==> config.mk <==
export PLATFORM = sky130hd
export DESIGN_NAME = eag_top
export DESIGN_NICKNAME = d
export VERILOG_FILES = /design/src/rtl/eag_pkg.sv /design/src/rtl/eag_len.sv /design/src/rtl/eag_addr.sv /design/src/rtl/eag_top.sv
export SDC_FILE = /design/constraint.sdc
export NUM_CORES = 1
export LEC_CHECK = 0
export BUFFER_PORTS_ARGS = -buffer_cell sky130_fd_sc_hd__buf_2
export CORE_UTILIZATION = 47
export DETAILED_ROUTE_END_ITERATION = 8
export PLACE_DENSITY = 0.74
export SLEW_MARGIN = 40
export SYNTH_ARGS = -nofsm -noshare
export SYNTH_HDL_FRONTEND = slang
export SYNTH_HIERARCHICAL = 1
export SYNTH_SLANG_ARGS = --single-unit
==> constraint.sdc <==
create_clock -name clk -period 9.82 [get_ports clk]
set_clock_uncertainty 0.1 [all_clocks]
set_input_delay 1.964 -clock clk [delete_from_list [all_inputs] [get_ports clk]]
set_output_delay 1.964 -clock clk [all_outputs]
set_load 0.01 [all_outputs]
==> src/rtl/eag_pkg.sv <==
package eag_pkg;
  typedef enum logic [2:0] {
    AM_IMM  = 3'd0,
    AM_DIR  = 3'd1,
    AM_EXT  = 3'd2,
    AM_IDX  = 3'd3,
    AM_INH  = 3'd4,
    AM_REL  = 3'd5,
    AM_RSV6 = 3'd6,
    AM_RSV7 = 3'd7
  } amode_t;

  localparam int LEN_W = 3;
endpackage

==> src/rtl/eag_len.sv <==
module eag_len
  import eag_pkg::*;
(
  input  amode_t             mode,
  input  logic               prebyte,
  input  logic               imm_wide,
  output logic [LEN_W-1:0]   len
);
  logic [LEN_W-1:0] base;

  always_comb begin
    case (mode)
      AM_IMM:  base = imm_wide ? LEN_W'(3) : LEN_W'(2);
      AM_DIR:  base = LEN_W'(2);
      AM_EXT:  base = LEN_W'(3);
      AM_IDX:  base = LEN_W'(2);
      AM_REL:  base = LEN_W'(2);
      default: base = LEN_W'(1);
    endcase
    len = base + LEN_W'(prebyte);
  end
endmodule

==> src/rtl/eag_addr.sv <==
module eag_addr
  import eag_pkg::*;
#(
  parameter int DW = 8,
  localparam int AW = 2 * DW
) (
  input  amode_t             mode,
  input  logic               prebyte,
  input  logic               sel_iy,
  input  logic               br_taken,
  input  logic [AW-1:0]      pc,
  input  logic [DW-1:0]      opnd_a,
  input  logic [DW-1:0]      opnd_b,
  input  logic [AW-1:0]      ix,
  input  logic [AW-1:0]      iy,
  input  logic [LEN_W-1:0]   len,
  output logic [AW-1:0]      ea,
  output logic               ea_ok,
  output logic [AW-1:0]      next_pc
);
  logic [AW-1:0] seq_pc;
  logic [AW-1:0] idx_base;
  logic [AW-1:0] off_zx;
  logic [AW-1:0] off_sx;
  logic [AW-1:0] br_tgt;

  assign seq_pc   = pc + AW'(len);
  assign idx_base = sel_iy ? iy : ix;
  assign off_zx   = {{(AW-DW){1'b0}}, opnd_a};
  assign off_sx   = {{(AW-DW){opnd_a[DW-1]}}, opnd_a};
  assign br_tgt   = seq_pc + off_sx;

  always_comb begin
    ea      = '0;
    ea_ok   = 1'b1;
    next_pc = seq_pc;
    case (mode)
      AM_IMM: ea = pc + AW'(1) + AW'(prebyte);
      AM_DIR: ea = off_zx;
      AM_EXT: ea = {opnd_a, opnd_b};
      AM_IDX: ea = idx_base + off_zx;
      AM_REL: begin
        ea      = br_tgt;
        next_pc = br_taken ? br_tgt : seq_pc;
      end
      default: ea_ok = 1'b0;
    endcase
  end
endmodule

==> src/rtl/eag_top.sv <==
module eag_top
  import eag_pkg::*;
#(
  parameter int DW = 8,
  localparam int AW = 2 * DW
) (
  input  logic             clk,
  input  logic             rst,
  input  logic [2:0]       mode,
  input  logic             prebyte,
  input  logic             sel_iy,
  input  logic             br_taken,
  input  logic             imm_wide,
  input  logic [AW-1:0]    pc,
  input  logic [DW-1:0]    opnd_a,
  input  logic [DW-1:0]    opnd_b,
  input  logic [AW-1:0]    ix,
  input  logic [AW-1:0]    iy,
  output logic [AW-1:0]    ea,
  output logic             ea_ok,
  output logic [AW-1:0]    next_pc,
  output logic [LEN_W-1:0] ilen
);
  amode_t            mode_e;
  logic [LEN_W-1:0]  len_c;
  logic [AW-1:0]     ea_c;
  logic              ok_c;
  logic [AW-1:0]     npc_c;

  assign mode_e = amode_t'(mode);

  eag_len u_len (
    .mode     (mode_e),
    .prebyte  (prebyte),
    .imm_wide (imm_wide),
    .len      (len_c)
  );

  eag_addr #(.DW(DW)) u_addr (
    .mode     (mode_e),
    .prebyte  (prebyte),
    .sel_iy   (sel_iy),
    .br_taken (br_taken),
    .pc       (pc),
    .opnd_a   (opnd_a),
    .opnd_b   (opnd_b),
    .ix       (ix),
    .iy       (iy),
    .len      (len_c),
    .ea       (ea_c),
    .ea_ok    (ok_c),
    .next_pc  (npc_c)
  );

  always_ff @(posedge clk) begin
    if (rst) begin
      ea      <= '0;
      ea_ok   <= 1'b0;
      next_pc <= '0;
      ilen    <= '0;
    end else begin
      ea      <= ea_c;
      ea_ok   <= ok_c;
      next_pc <= npc_c;
      ilen    <= len_c;
    end
  end

  // Registered copy of the inputs the checks relate the outputs to
  amode_t        mode_q;
  logic          pre_q;
  logic          taken_q;
  logic [AW-1:0] pc_q;
  logic          primed;

  always_ff @(posedge clk) begin
    if (rst) begin
      mode_q  <= AM_INH;
      pre_q   <= 1'b0;
      taken_q <= 1'b0;
      pc_q    <= '0;
      primed  <= 1'b0;
    end else begin
      mode_q  <= mode_e;
      pre_q   <= prebyte;
      taken_q <= br_taken;
      pc_q    <= pc;
      primed  <= 1'b1;
    end
  end

  // a direct-mode result never leaves the first page
  a_r2_zero_page: assert property (@(posedge clk) disable iff (rst)
    (primed && mode_q == AM_DIR) |-> (ea[AW-1:DW] == '0));

  // inherent and reserved codes claim no address
  a_r7_no_ea: assert property (@(posedge clk) disable iff (rst)
    (primed && (mode_q == AM_INH || mode_q == AM_RSV6 || mode_q == AM_RSV7))
      |-> (!ea_ok && ea == '0));

  // length stays within one to four bytes
  a_r8_len_range: assert property (@(posedge clk) disable iff (rst)
    primed |-> (ilen >= LEN_W'(1) && ilen <= LEN_W'(4)));

  // untaken branch falls through past the whole instruction
  a_r5_fall_through: assert property (@(posedge clk) disable iff (rst)
    (primed && mode_q == AM_REL && !taken_q) |-> (next_pc == pc_q + AW'(ilen)));

  // a branch is two bytes plus the prebyte
  a_r5_rel_len: assert property (@(posedge clk) disable iff (rst)
    (primed && mode_q == AM_REL) |-> (ilen == LEN_W'(2) + LEN_W'(pre_q)));
endmodule

==> flow_summary.json <==
{
  "vdd_drop_max_v": 0.0000665,
  "yosysWarningCount": 6,
  "total_leakage_power_nw": 2.09,
  "hpwl_um": 7980,
  "synthArstFlopShare_pct": 0,
  "grt_pass1_wl_um": 15600,
  "grt_max_degree": 37,
  "ys_ff_latch": 36,
  "synth_xor_area_share_pct": 12.5,
  "drive_gt1_share_pct": 28.2,
  "finalSetupViolCount": 0,
  "endpoint_kind": "register",
  "synth-edff-count": 0,
  "start_util_pct": 48.5,
  "whs_path_depth": 3,
  "synth_nets": 566,
  "drv_slew": 0,
  "postCtsSetupBuffers": 0,
  "syn_area_um2": 3730,
  "wl_per_cell_um": 15.1,
  "crit_fanout": 19,
  "cts_made_buffers": 5,
  "synth_top_family_by_area": "simple AND/OR/NAND/NOR gates",
  "clock-sinks": 36,
  "synth_ff_type": "dfxtp_1",
  "postCtsHoldBufs": 0,
  "die_h_um": 91.1,
  "finalSetupTns_ns": 0,
  "hold_start": "br_taken",
  "diodes": 0,
  "overflow": 0,
  "vias": 3691,
  "avgSynthCellArea_um2": 8.12,
  "yosysSeqAreaShare_pct": 19.3,
  "total_power_mw": 0.581,
  "dieWidth_um": 91.1,
  "p_per_area_nw_per_um2": 130,
  "layout_common_cells": "buf_2, nand2_1, dfxtp_1",
  "period_needed_ns": 6.09,
  "synthMuxAreaShare_pct": 9.06,
  "areaGrowthSynthToFinish_pct": 19.5,
  "drc_errors": 0,
  "drtIter0Drc": 240,
  "rsz0062_at_grt": "no",
  "placement.io_buffers": 108,
  "first_pass_iters": 5,
  "place_congestion": 0.890,
  "drv_cap": 0,
  "clockRootBuffer": "clkbuf_8",
  "cp.arrival_ns": 6.19,
  "ctsLongestPathBuffers": 2,
  "rows": 32,
  "antenna_found_initial": 0,
  "hold_violations": 0,
  "min_period_over_period_pct": 62.0,
  "final_antenna_net_count": 0,
  "fmax_mhz": 164,
  "hold_path_class": "in2reg",
  "outcome": "completed",
  "fp.dieArea_um2": 8290,
  "io_pins": 109,
  "cts_tree": "done",
  "drt_wl_total_um": 9950,
  "grt.total_usage_pct": 23.8,
  "synth-adder-area-share_pct": 12.0,
  "grt_pass1_vias": 3375,
  "via_per_inst": 5.60,
  "htreeDepth": 2,
  "core-area_um2": 7690,
  "final_util_pct": 58.0,
  "worstSetupStartpointType": "input pin",
  "cts_resized": 0,
  "synthCells": 459,
  "whs_endpoint": "next_pc[11]$_SDFF_PP0_",
  "worst-setup-path-type": "in2reg",
  "synth-compound-area-share_pct": 20.7,
  "relSlewSlack_pct": 49.8,
  "tightest_slew_ns": 0.751,
  "finalNetCount": 663,
  "synth-simple-area-share_pct": 21.7,
  "final_common_cell": "buf_2",
  "worstPathRequired_ns": 9.91,
  "synth_cell_types": 61,
  "path_clk_slew_ns": 0.08
}
[synth_stat cells (4+ instances only)]
cell type | instances | area share, %
a21o_1 | 11 | 2.2
a21oi_1 | 27 | 3.6
a22oi_1 | 6 | 1.2
a31oi_1 | 4 | 0.67
and2b_2 | 6 | 1.4
buf_2 | 8 | 1.1
clkbuf_1 | 5 | 0.50
dfxtp_1 | 36 | 19
ha_1 | 31 | 10
inv_1 | 19 | 1.9
mux2_2 | 16 | 4.8
mux2i_1 | 9 | 2.4
nand2_1 | 46 | 4.6
nand2b_1 | 5 | 0.84
nand3_1 | 10 | 1.3
nor2_1 | 24 | 2.4
nor2b_1 | 35 | 5.9
nor3_1 | 9 | 1.2
o21ai_0 | 28 | 3.8
o22ai_1 | 4 | 0.67
or2_2 | 4 | 0.67
xnor2_1 | 30 | 7.0
xor2_1 | 23 | 5.4
[worst max path at each step]
stage | start | end | slack [ns]
finish | mode[0] | ea[15]$_SDFF_PP0_ | 3.73
detailed placement | mode[0] | ea[15]$_SDFF_PP0_ | 3.54
global route | mode[0] | next_pc[13]$_SDFF_PP0_ | 3.53
floorplan | mode[2] | ea[15]$_SDFF_PP0_ | 4.22
global placement | mode[0] | ea[15]$_SDFF_PP0_ | 3.61
CTS | mode[0] | ea[15]$_SDFF_PP0_ | 3.78
[per-stage QoR]
step                cells  cell area (µm²)  setup WS (ns)  hold WS, ns
global placement      651             4290           3.61         2.26
floorplan             459             3730           4.22         2.06
global route          659             4460           3.53         1.97
CTS                   659             4460           3.78         1.96
detailed placement    651             4300           3.54         2.26
finish                659             4460           3.73         1.96
[kinds of logic after synthesis]
group | after synthesis
AO/OA/AOI/OAI | 115
buffers and inverters | 37
AND/OR/NAND/NOR | 156
XOR/XNOR | 53
multiplexers | 28
adder cells (fa/ha/maj) | 34
flip-flops | 36
[state kept, by name, indices dropped and copies added (netlist names)]
name	cells
ilen	3
next_pc	16
ea	16
ea_ok	1
[final cells by class]
cell class | count | area, µm²
fillers | 761 | 3230
multi-input cells | 386 | 2840
flip-flops and latches | 36 | 721
repair buffers | 108 | 541
well taps | 102 | 128
clock inverters | 3 | 90.1
inverters | 19 | 71.3
clock buffers | 5 | 68.8
[worst max-delay path, stage by stage]
cell	delay [ns]
buf_2	0.29
a21boi_1	0.21
nor2_1	0.06
ha_1	0.18
ha_1	0.32
ha_1	0.27
a21o_1	0.17
a21oi_1	0.41
nor2_1	0.14
xor2_1	0.28
ha_1	0.34
and4_1	0.21
and2_4	0.17
a221oi_4	0.34
or2_2	0.19
o221ai_2	0.10
xnor2_1	0.19
o221ai_1	0.13
and2b_2	0.21
[metal layers]
layer  up-vias  global-route usage (%)  wire length (µm)
met4         0                    9.52               278
met3        20                    3.18               718
met1      1715                    29.5              4150
met2       137                    41.4              4800
met5         -                       0                 0
li1       1819                       -                 -
[report_power, final]
group,internal [mW],total [mW],switching [mW]
logic,0.103,0.234,0.131
clock network,0.127,0.186,0.0589
registers,0.159,0.161,0.00267
(Power assumes the default switching activity.)
